<file path="config.mk">
export PLATFORM = sky130hd
export DESIGN_NAME = i2c_cfg_target
export DESIGN_NICKNAME = d
export VERILOG_FILES = /design/src/rtl/i2c_cfg_pkg.sv /design/src/rtl/i2c_line_sync.sv /design/src/rtl/i2c_byte_engine.sv /design/src/rtl/i2c_reg_bank.sv /design/src/rtl/i2c_cfg_target.sv
export SDC_FILE = /design/constraint.sdc
export NUM_CORES = 1
export LEC_CHECK = 0
export BUFFER_PORTS_ARGS = -buffer_cell sky130_fd_sc_hd__buf_2
export CELL_PAD_IN_SITES_DETAIL_PLACEMENT = 1
export CELL_PAD_IN_SITES_GLOBAL_PLACEMENT = 1
export CORE_UTILIZATION = 41
export DETAILED_ROUTE_END_ITERATION = 8
export PLACE_DENSITY = 0.78
export SYNTH_ARGS = -nofsm -noshare
export SYNTH_HDL_FRONTEND = slang
export SYNTH_SLANG_ARGS = --single-unit
</file>
<file path="constraint.sdc">
create_clock -name clk -period 2.3 [get_ports clk]
set_input_delay 0.46 -clock clk [delete_from_list [all_inputs] [get_ports clk]]
set_output_delay 0.46 -clock clk [all_outputs]
set_load 0.05 [all_outputs]
</file>
<file path="src/rtl/i2c_cfg_pkg.sv">
// Shared types for the I2C configuration target.
package i2c_cfg_pkg;

    // Link-level state of the byte engine.
    typedef enum logic [1:0] {
        ST_IDLE,   // waiting for START
        ST_RX,     // shifting in a byte
        ST_ACK,    // holding SDA low for the ninth pulse
        ST_SKIP    // not addressed, wait for next START
    } link_state_t;

    // Which byte of the transaction is being received.
    typedef enum logic [1:0] {
        PH_DEV,    // device address + direction
        PH_SUB,    // register sub-address
        PH_DATA    // register data
    } byte_phase_t;

endpackage

</file>
<file path="src/rtl/i2c_line_sync.sv">
// Synchronizes SCL and SDA into the system clock domain and derives
// SCL edges and START/STOP events.
// Assumes: clk is at least 8x SCL, so each SCL phase spans several clocks.
module i2c_line_sync #(
    parameter int STAGES = 2
) (
    input  logic clk,
    input  logic rst_n,
    input  logic scl_i,
    input  logic sda_i,
    output logic scl_s,
    output logic sda_s,
    output logic scl_rise,
    output logic scl_fall,
    output logic start_det,
    output logic stop_det
);

    logic [STAGES-1:0] scl_pipe;
    logic [STAGES-1:0] sda_pipe;
    logic              scl_q;
    logic              sda_q;

    generate
        if (STAGES == 1) begin : g_single
            // One-stage capture of both lines.
            always_ff @(posedge clk) begin
                if (!rst_n) begin
                    scl_pipe <= 1'b1;
                    sda_pipe <= 1'b1;
                end else begin
                    scl_pipe <= scl_i;
                    sda_pipe <= sda_i;
                end
            end
        end else begin : g_chain
            // Multi-stage shift chain; idle bus reads as high.
            always_ff @(posedge clk) begin
                if (!rst_n) begin
                    scl_pipe <= '1;
                    sda_pipe <= '1;
                end else begin
                    scl_pipe <= {scl_pipe[STAGES-2:0], scl_i};
                    sda_pipe <= {sda_pipe[STAGES-2:0], sda_i};
                end
            end
        end
    endgenerate

    assign scl_s = scl_pipe[STAGES-1];
    assign sda_s = sda_pipe[STAGES-1];

    // Previous synchronized values, used for edge detection.
    always_ff @(posedge clk) begin
        if (!rst_n) begin
            scl_q <= 1'b1;
            sda_q <= 1'b1;
        end else begin
            scl_q <= scl_s;
            sda_q <= sda_s;
        end
    end

    assign scl_rise  =  scl_s & ~scl_q;
    assign scl_fall  = ~scl_s &  scl_q;
    assign start_det =  scl_s &  scl_q &  sda_q & ~sda_s;
    assign stop_det  =  scl_s &  scl_q & ~sda_q &  sda_s;

    // START and STOP can never be flagged in the same cycle.
    AST_START_STOP_EXCL: assert property (@(posedge clk) disable iff (!rst_n)
        !(start_det && stop_det));

endmodule

</file>
<file path="src/rtl/i2c_byte_engine.sv">
// Receives bytes from the synchronized bus, matches the device address,
// drives the acknowledge and hands the sub-address and data bytes on.
// Assumes: edge and condition strobes come from i2c_line_sync.
module i2c_byte_engine
    import i2c_cfg_pkg::*;
#(
    parameter logic [5:0] ADDR_PREFIX = 6'b001001,
    parameter int         PTR_W       = 6
) (
    input  logic             clk,
    input  logic             rst_n,
    input  logic             scl_s,
    input  logic             sda_s,
    input  logic             scl_rise,
    input  logic             scl_fall,
    input  logic             start_det,
    input  logic             stop_det,
    input  logic             addr_strap,
    output logic             sda_oe,
    output logic             sub_load,
    output logic [PTR_W-1:0] sub_val,
    output logic             wr_en,
    output logic [7:0]       wr_data
);

    localparam logic [3:0] BITS_PER_BYTE = 4'd8;

    link_state_t state;
    byte_phase_t phase;
    logic [3:0]  bit_cnt;
    logic [7:0]  shreg;
    logic        addr_hit;

    assign addr_hit = (shreg[7:1] == {ADDR_PREFIX, addr_strap}) && !shreg[0];
    assign sub_val  = shreg[PTR_W-1:0];
    assign wr_data  = shreg;

    // Bus protocol state machine: shift, acknowledge, skip.
    always_ff @(posedge clk) begin
        if (!rst_n) begin
            state    <= ST_IDLE;
            phase    <= PH_DEV;
            bit_cnt  <= '0;
            shreg    <= '0;
            sda_oe   <= 1'b0;
            sub_load <= 1'b0;
            wr_en    <= 1'b0;
        end else begin
            sub_load <= 1'b0;
            wr_en    <= 1'b0;
            if (start_det) begin
                state   <= ST_RX;
                phase   <= PH_DEV;
                bit_cnt <= '0;
                sda_oe  <= 1'b0;
            end else if (stop_det) begin
                state  <= ST_IDLE;
                sda_oe <= 1'b0;
            end else begin
                case (state)
                    ST_RX: begin
                        if (scl_rise && bit_cnt != BITS_PER_BYTE) begin
                            shreg   <= {shreg[6:0], sda_s};
                            bit_cnt <= bit_cnt + 4'd1;
                        end else if (scl_fall && bit_cnt == BITS_PER_BYTE) begin
                            case (phase)
                                PH_DEV: begin
                                    if (addr_hit) begin
                                        sda_oe <= 1'b1;
                                        state  <= ST_ACK;
                                    end else begin
                                        state  <= ST_SKIP;
                                    end
                                end
                                PH_SUB: begin
                                    sda_oe   <= 1'b1;
                                    state    <= ST_ACK;
                                    sub_load <= 1'b1;
                                end
                                default: begin
                                    sda_oe <= 1'b1;
                                    state  <= ST_ACK;
                                    wr_en  <= 1'b1;
                                end
                            endcase
                        end
                    end
                    ST_ACK: begin
                        if (scl_fall) begin
                            sda_oe  <= 1'b0;
                            state   <= ST_RX;
                            bit_cnt <= '0;
                            phase   <= (phase == PH_DEV) ? PH_SUB : PH_DATA;
                        end
                    end
                    default: ;
                endcase
            end
        end
    end

    // A START always rearms the receiver with SDA released.
    AST_START_REARMS: assert property (@(posedge clk) disable iff (!rst_n)
        start_det |=> (state == ST_RX && phase == PH_DEV && bit_cnt == 4'd0 && !sda_oe));

    // A read request is never acknowledged.
    AST_READ_NOT_ACKED: assert property (@(posedge clk) disable iff (!rst_n)
        (state == ST_RX && phase == PH_DEV && scl_fall && bit_cnt == BITS_PER_BYTE
         && shreg[0] && !start_det && !stop_det) |=> !sda_oe);

    // An unaddressed engine never pulls SDA.
    AST_SKIP_SILENT: assert property (@(posedge clk) disable iff (!rst_n)
        (state == ST_SKIP) |-> !sda_oe);

    // The pull-down starts only while SCL is low.
    AST_OE_WHILE_LOW: assert property (@(posedge clk) disable iff (!rst_n)
        $rose(sda_oe) |-> !scl_s);

    // The pull-down ends right after the falling edge that closes the ack pulse.
    AST_ACK_RELEASE: assert property (@(posedge clk) disable iff (!rst_n)
        (sda_oe && scl_fall) |=> !sda_oe);

endmodule

</file>
<file path="src/rtl/i2c_reg_bank.sv">
// Holds the configuration registers and the auto-incrementing pointer.
// Assumes: sub_load and wr_en are single-cycle strobes, never together.
module i2c_reg_bank #(
    parameter int NUM_REGS = 40,
    parameter int PTR_W    = 6
) (
    input  logic                  clk,
    input  logic                  rst_n,
    input  logic                  sub_load,
    input  logic [PTR_W-1:0]      sub_val,
    input  logic                  wr_en,
    input  logic [7:0]            wr_data,
    output logic [NUM_REGS*8-1:0] regs_flat
);

    localparam logic [PTR_W-1:0] LAST_IDX = PTR_W'(NUM_REGS - 1);

    logic [PTR_W-1:0] ptr;
    logic             ptr_valid;

    assign ptr_valid = (int'(ptr) < NUM_REGS);

    // Pointer: loaded by the sub-address, stepped by each data byte.
    always_ff @(posedge clk) begin
        if (!rst_n) begin
            ptr <= '0;
        end else if (sub_load) begin
            ptr <= sub_val;
        end else if (wr_en) begin
            ptr <= (ptr == LAST_IDX) ? '0 : ptr + 1'b1;
        end
    end

    generate
        for (genvar i = 0; i < NUM_REGS; i++) begin : g_reg
            // Register i stores the data byte when the pointer selects it.
            always_ff @(posedge clk) begin
                if (!rst_n) begin
                    regs_flat[8*i +: 8] <= 8'h00;
                end else if (wr_en && ptr == PTR_W'(i)) begin
                    regs_flat[8*i +: 8] <= wr_data;
                end
            end
        end
    endgenerate

    // A write below the last register steps the pointer by one.
    AST_PTR_STEP: assert property (@(posedge clk) disable iff (!rst_n)
        (wr_en && ptr != LAST_IDX) |=> (ptr == $past(ptr) + 1'b1));

    // A write to the last register wraps the pointer to zero.
    AST_WRAP_TO_ZERO: assert property (@(posedge clk) disable iff (!rst_n)
        (wr_en && ptr == LAST_IDX) |=> (ptr == '0));

    // A write beyond the bank changes no register.
    AST_DISCARD_HIGH: assert property (@(posedge clk) disable iff (!rst_n)
        (wr_en && !ptr_valid) |=> $stable(regs_flat));

endmodule

</file>
<file path="src/rtl/i2c_cfg_target.sv">
// Top of the write-only I2C configuration target: synchronizer, byte
// engine and register bank. SDA is only ever pulled low via sda_oe_o.
// Assumes: clk runs at least 8x the SCL rate; no clock stretching.
module i2c_cfg_target #(
    parameter int         NUM_REGS    = 40,
    parameter int         PTR_W       = 6,
    parameter logic [5:0] ADDR_PREFIX = 6'b001001,
    parameter int         SYNC_STAGES = 2
) (
    input  logic                  clk,
    input  logic                  rst_n,
    input  logic                  scl_i,
    input  logic                  sda_i,
    input  logic                  addr_strap_i,
    output logic                  sda_oe_o,
    output logic [NUM_REGS*8-1:0] regs_o
);

    logic             scl_s;
    logic             sda_s;
    logic             scl_rise;
    logic             scl_fall;
    logic             start_det;
    logic             stop_det;
    logic             sub_load;
    logic [PTR_W-1:0] sub_val;
    logic             wr_en;
    logic [7:0]       wr_data;

    i2c_line_sync #(
        .STAGES (SYNC_STAGES)
    ) u_sync (
        .clk       (clk),
        .rst_n     (rst_n),
        .scl_i     (scl_i),
        .sda_i     (sda_i),
        .scl_s     (scl_s),
        .sda_s     (sda_s),
        .scl_rise  (scl_rise),
        .scl_fall  (scl_fall),
        .start_det (start_det),
        .stop_det  (stop_det)
    );

    i2c_byte_engine #(
        .ADDR_PREFIX (ADDR_PREFIX),
        .PTR_W       (PTR_W)
    ) u_engine (
        .clk        (clk),
        .rst_n      (rst_n),
        .scl_s      (scl_s),
        .sda_s      (sda_s),
        .scl_rise   (scl_rise),
        .scl_fall   (scl_fall),
        .start_det  (start_det),
        .stop_det   (stop_det),
        .addr_strap (addr_strap_i),
        .sda_oe     (sda_oe_o),
        .sub_load   (sub_load),
        .sub_val    (sub_val),
        .wr_en      (wr_en),
        .wr_data    (wr_data)
    );

    i2c_reg_bank #(
        .NUM_REGS (NUM_REGS),
        .PTR_W    (PTR_W)
    ) u_bank (
        .clk       (clk),
        .rst_n     (rst_n),
        .sub_load  (sub_load),
        .sub_val   (sub_val),
        .wr_en     (wr_en),
        .wr_data   (wr_data),
        .regs_flat (regs_o)
    );

    // Reset leaves SDA released.
    AST_RESET_RELEASED: assert property (@(posedge clk)
        $past(!rst_n) |-> !sda_oe_o);

endmodule

</file>
# == Yosys cells after proc, flatten, opt, wreduce, memory -nomap -nowiden ==
# Index checks and enable logic that the tools add are counted.
# word_totals
reg_bits,351
inputBits,5
# op_classes
addsub,2
eq_ne,53
n_mux,23
bitwise,16
reduce_logical,59
# op_table
op,n
$eq 6x5->1 const B,16
$eq 6x4->1 const B,8
$eq 6x6->1 const B,8
$logic_and 1x1->1,43
$eq 6x3->1 const B,4
$mux 6,3
$reduce_and 4->1,4
$eq 6x2->1 const B,2
$mux 1,11
$not 1->1,9
$mux 2,4
$mux 4,2
$ne 4x3->1 const B,2
$ne 4x4->1 const B,2
$pmux 4 s2,1
$and 1x1->1,7
$eq 7x5->1,1
$add 6x1->6 const B,1
$eq 6x1->1 const B,1
$logic_not 6->1,1
$ne 2x1->1 const B,3
$reduce_or 6->1,1
$reduce_and 5->1,1
$add 4x1->4 const B,1
14 further kinds,17

# == Longest topological paths before layout ==
# depth
depth_word,9
depth_mapped,7
ltp_nobuf,6

# == Modules after synthesis ==
# Synthesis repeated with hierarchy kept, for this count alone.
# hier_totals
cells_unflattened,1448
area_unflattened_um2,14121.0
# modules_own_cells
mod,instances,cells_each,area_per_inst_um2
i2c_reg_bank,1,1324,12909.9
i2c_byte_engine,1,108,1021.0
i2c_line_sync,1,16,190.2

# == Worst setup path after synthesis ==
# OpenSTA, ideal clock, no wires.
# synth_path
kind,reg-to-reg
start,reg u_bank.ptr[0]
end,reg u_bank.regs_flat[312]
t_arrival_ps,1548
required_ps,2172
path_slack_ps,624
path_stages_with_launch,7
synth_period_minus_slack_ps,1676
path_cell_list,dfxtp_1 -> ha_1 -> buf_2 -> nand3b_2 -> nor2_4 -> mux2i_1 -> nor2_1
# synth_between
elab_chain_len,2
# synth_rtl
item,line_no,rtl
from (decl),i2c_reg_bank.sv:18,logic [PTR_W-1:0] ptr;
from (signal assigned),i2c_reg_bank.sv:28,ptr <= sub_val;
from (signal assigned),i2c_reg_bank.sv:30,ptr <= (ptr == LAST_IDX) ? '0 : ptr + 1'b1;
$eq 6x6->1,i2c_reg_bank.sv:40,end else if (wr_en && ptr == PTR_W'(i)) begin
$logic_and 1x1->1,i2c_reg_bank.sv:40,
"to (signal, indexed assignment)",i2c_reg_bank.sv:41,regs_flat[8*i +: 8] <= wr_data;
to (decl),i2c_reg_bank.sv:13,output logic [NUM_REGS*8-1:0] regs_flat
# No other way between the ends.
# A chain may end at the register's enable or synchronous reset.

# == Worst setup path in the final report ==
# layout_path
start,reg u_engine.state[0]
end,reg u_engine.bit_cnt[2]
# layout_between
elab_chain_len,3
word_cells_on_any_way,7
classes_between,eq/ne: 4; mux: 1; reduce/logical: 2
# layout_rtl
item,line_no,rtl
from (decl),i2c_byte_engine.sv:28,link_state_t state;
from (signal assigned),i2c_byte_engine.sv:41,state <= ST_IDLE;
from (signal assigned),i2c_byte_engine.sv:52,state <= ST_RX;
from (signal assigned),i2c_byte_engine.sv:57,state <= ST_IDLE;
$eq 2x2->1 or $eq 2x1->1 (tied branches),i2c_byte_engine.sv:60,case (state)
$ne 2x1->1 (no line) or $reduce_bool 2->1 (tied branches),-,
$reduce_and 4->1 (no line),-,
to (signal assigned),i2c_byte_engine.sv:64,bit_cnt <= bit_cnt + 4'd1;
to (decl),i2c_byte_engine.sv:30,logic [3:0] bit_cnt;
# Several ways; a longest one is shown, not always the timed one.

==> impl_metrics.env <==
export IMPL_r2r_slack_ns=0.27
export IMPL_placed_cells=1977
export IMPL_final_seq_area_sq_um=7040
export IMPL_num_vias=10300
export IMPL_place_area_sq_um=15500
export IMPL_drc=0
export IMPL_ctsHtreeMaxLevel=2
export IMPL_synth_nets=1294
export IMPL_switching_share_pct=21.7
export IMPL_timing_slew_headroom_pct=50.5
export IMPL_crit_path_end_kind="flip-flop"
export IMPL_min_delay_start="scl_i"
export IMPL_drive_gt1_share_pct=29.5
export IMPL_fp_dieW_microns=183
export IMPL_comb_power_share_pct=4.2
export IMPL_place_congestion=0.827
export IMPL_async_flop_share_pct=0
export IMPL_p_seq_share_pct=46.8
export IMPL_tritoncts="yes"
export IMPL_synthDistinctLibCells=50
export IMPL_finClkSkew_ns=0.00995
export IMPL_nFillCells=3641
export IMPL_io_buffer_count=325
export IMPL_synth_main_ff_cell="dfxtp_1"
export IMPL_syn_area_per_cell_sq_um=10.5
export IMPL_design_area_sq_um=16800
export IMPL_hp_class="in -> reg"
export IMPL_postRouteAntennaNets=0
export IMPL_wl_per_cell_microns=19.9
export IMPL_worstMarginPinSlew_ns=0.743
export IMPL_maxCapViolCount=0
export IMPL_status="finished, final reports clean"
export IMPL_cts_root_buf="clkbuf_16"
export IMPL_fin_setup_tns_ns=0
export IMPL_hold_ws_ns=0.126
export IMPL_path_cells="inv_1 > ha_1 > nor3_1 > a22oi_1 > a21oi_1 > a32o_1"
export IMPL_worstReg2RegEnd="u_engine.bit_cnt[2]$_SDFFE_PP0P_"
export IMPL_slowest_delay_ns=0.55
export IMPL_synth_warnings=0
export IMPL_hold_violations=0
export IMPL_cp_required_ns=2.70
export IMPL_drt_pre_antenna_iters=5
export IMPL_fmaxAchievable_mhz=493
export IMPL_nets=1589
export IMPL_cts_setup_buffers=0
export IMPL_cts_resized=0
export IMPL_routed_wl_microns=40700
export IMPL_critPathMaxFanout=12
export IMPL_reg2reg_from="u_engine.state[0]$_SDFFE_PN0P_"
export IMPL_clock_path_buffers=3
export IMPL_ys_seq_elements=351
export IMPL_period_share_pct=88.1
export IMPL_clkPwrFrac_pct=49.0
export IMPL_multiInputGateArea_sq_um=5960
export IMPL_io_pin_count=326
export IMPL_via_per_inst=5.05
export IMPL_grt_pass1_wl_microns=62500
export IMPL_p_leak_uw=0.00902
export IMPL_die_y_microns=183
export IMPL_path_delay_family="compound AO/OA/AOI/OAI gates"
export IMPL_r2r_cells=6
export IMPL_diodes=0
export IMPL_cts_hold_buffers_added=0
export IMPL_min_to="u_sync.scl_pipe[0]$_SDFF_PN1_"
export IMPL_synth_edf_count=0
export IMPL_fp_dieArea_sq_um=33600
export IMPL_grt_start_max_net_pins=71
export IMPL_cp_slowest_cell="a22oi_1"
export IMPL_p_per_area_nw_per_um2=781
export IMPL_grt_usage_pct=23.9
export IMPL_setup_violations=0
export IMPL_cts_buffers=39
export IMPL_gr_total_overflow=0
export IMPL_crit_arrival_ns=2.43
export IMPL_first_global_vias=10700
export IMPL_start_util_pct=41.5
export IMPL_clock_sinks=351
export IMPL_ys_seq_area_share_pct=52.1
export IMPL_vdd_drop_max_mv=0.485
export IMPL_period_minus_slack_ns=2.03
export IMPL_rsz0062_at_grt="no"
export IMPL_cts_clk_slew_worst_paths_ns=0.06
export IMPL_synth_cells=1281
export IMPL_worstHoldPathCells=2
export IMPL_core_area_sq_um=32500
export IMPL_syn_to_final_growth_pct=25.0
export IMPL_p_int_uw=10300
export IMPL_stdcell_count=2047
export IMPL_synth_area_sq_um=13500
export IMPL_clock_latency_ns=0.52
export IMPL_startpoint_type="flip-flop"
export IMPL_p_sw_uw=2850
export IMPL_placementRows=66
export IMPL_antenna_found_initial=0
export IMPL_path_class="reg -> reg"
export IMPL_critical_path_buf_inv_count=1
export IMPL_drt_iter0_markers=501
export IMPL_post_dp_hpwl_microns=26600
export IMPL_final_max_slew_viol_count=0
-- registers in the layout, indices dropped and copies added (netlist names) --
name and count:
u_bank.ptr 6, u_engine.state 2, u_sync.sda_pipe 2, u_bank.regs_flat 320, u_engine.wr_data 8, u_sync.scl_q 1
u_sync.sda_q 1, u_engine.sda_oe 1, u_engine.sub_load 1, u_sync.scl_pipe 2, u_engine.phase 2, u_engine.bit_cnt 4
u_engine.wr_en 1
-- cell usage after synthesis, types with 7 or more instances --
master | n | area share [%]
nand3_1 | 12 | 0.45
clkbuf_1 | 63 | 1.8
nor2_1 | 339 | 9.4
nand2b_1 | 7 | 0.32
nand3_2 | 24 | 1.8
buf_2 | 25 | 0.93
ha_1 | 8 | 0.74
mux2i_1 | 331 | 25
nand2_1 | 10 | 0.28
a21oi_1 | 8 | 0.30
dfxtp_1 | 351 | 52
inv_1 | 12 | 0.33
nor2_8 | 12 | 1.8
-- kinds of logic (layout without fill, tap and decap cells) --
kind of cell               count (synthesis)  after routing  share of synthesized area, %
and+or+nand+nor                          444            444                          17.0
AOI/OAI and AO/OA                         31             31                          1.56
buffers and inverters                    110            434                          3.58
muxes                                    332            332                          24.7
adders and majority gates                  8              8                         0.743
xor gates and xnor gates                   5              5                         0.325
DFF                                      351            351                          52.1
-- placed cells by master, fill, tap and decap left out, types with 3 or more instances in the layout --
master       n
clkbuf_1     9
nand2_1     10
a21oi_1      8
mux2i_1    331
nor3b_1      3
clkinv_2     6
nand4_1      3
dfxtp_1    343
inv_1       11
nor2_8      12
nor3_1       3
nand4b_1     3
dfxtp_2      8
clkbuf_16   41
nand2b_1     7
nand3b_1     3
nand3_1     12
nor2_1     339
buf_2      325
nand3_2     24
buf_4       22
a31oi_1      4
nor2_4       4
o21ai_0      4
clkbuf_8     9
bufinv_16    4
buf_12       5
and3b_1      5
nand3b_4     5
ha_1         8
xnor2_1      3
-- area by class of cell --
cell class,instances,share of cell area (%)
multi-input combinational,820,35.4
inverter,12,0.312
timing repair buffer,352,11.2
tap,442,3.28
clock inverter,11,0.936
sequential,351,41.8
clock buffer,59,7.03
-- layer usage --
| metal | track usage [%] | up-vias | share of wire, % |
|---|---|---|---|
| met3 | 5.78 | 76 | 6.2 |
| met2 | 40.9 | 288 | 48 |
| met1 | 29.2 | 5098 | 43 |
| met4 | 8.63 | 0 | 3.1 |
| li1 | - | 4874 | - |
| met5 | 0 | - | 0 |
-- power by group through the flow --
stage / clock (uW) / sequential [uW] / combinational [uW]
6_report: 6450 / 6150 / 549
5_1_grt: 6840 / 6160 / 606
4_1_cts: 6580 / 6150 / 552
3_5_place_dp: 0 / 6290 / 541
3_3_place_gp: 0 / 6280 / 525
2_1_floorplan: 0 / 6300 / 386
-- worst max-delay path by stage --
stage          slack (ns)                      startpoint                                 end  cells after the start
3_3_place_gp         0.37       u_engine.wr_en$_SDFF_PP0_    u_bank.regs_flat[6]$_SDFFE_PN0P_                      4
5_1_grt              0.15  u_engine.state[0]$_SDFFE_PN0P_    u_engine.bit_cnt[2]$_SDFFE_PP0P_                      6
2_1_floorplan        0.62      u_bank.ptr[0]$_SDFFE_PN0P_  u_bank.regs_flat[312]$_SDFFE_PN0P_                      6
4_1_cts              0.30  u_engine.state[0]$_SDFFE_PN0P_    u_engine.bit_cnt[2]$_SDFFE_PP0P_                      6
3_5_place_dp         0.34       u_engine.wr_en$_SDFF_PP0_    u_bank.regs_flat[5]$_SDFFE_PN0P_                      4
6_report             0.27  u_engine.state[0]$_SDFFE_PN0P_    u_engine.bit_cnt[2]$_SDFFE_PP0P_                      6
-- per-stage QoR --
stage	util (%)	worst slack (ns)	power, uW
after floorplan	-	0.624	6690
after global placement	47.8	0.374	6810
after detailed placement	47.8	0.343	6830
after CTS	51.9	0.295	13300
after global routing	51.9	0.146	13600
final	51.9	0.273	13100
Note: power is estimated with default switching activity, not from simulation.
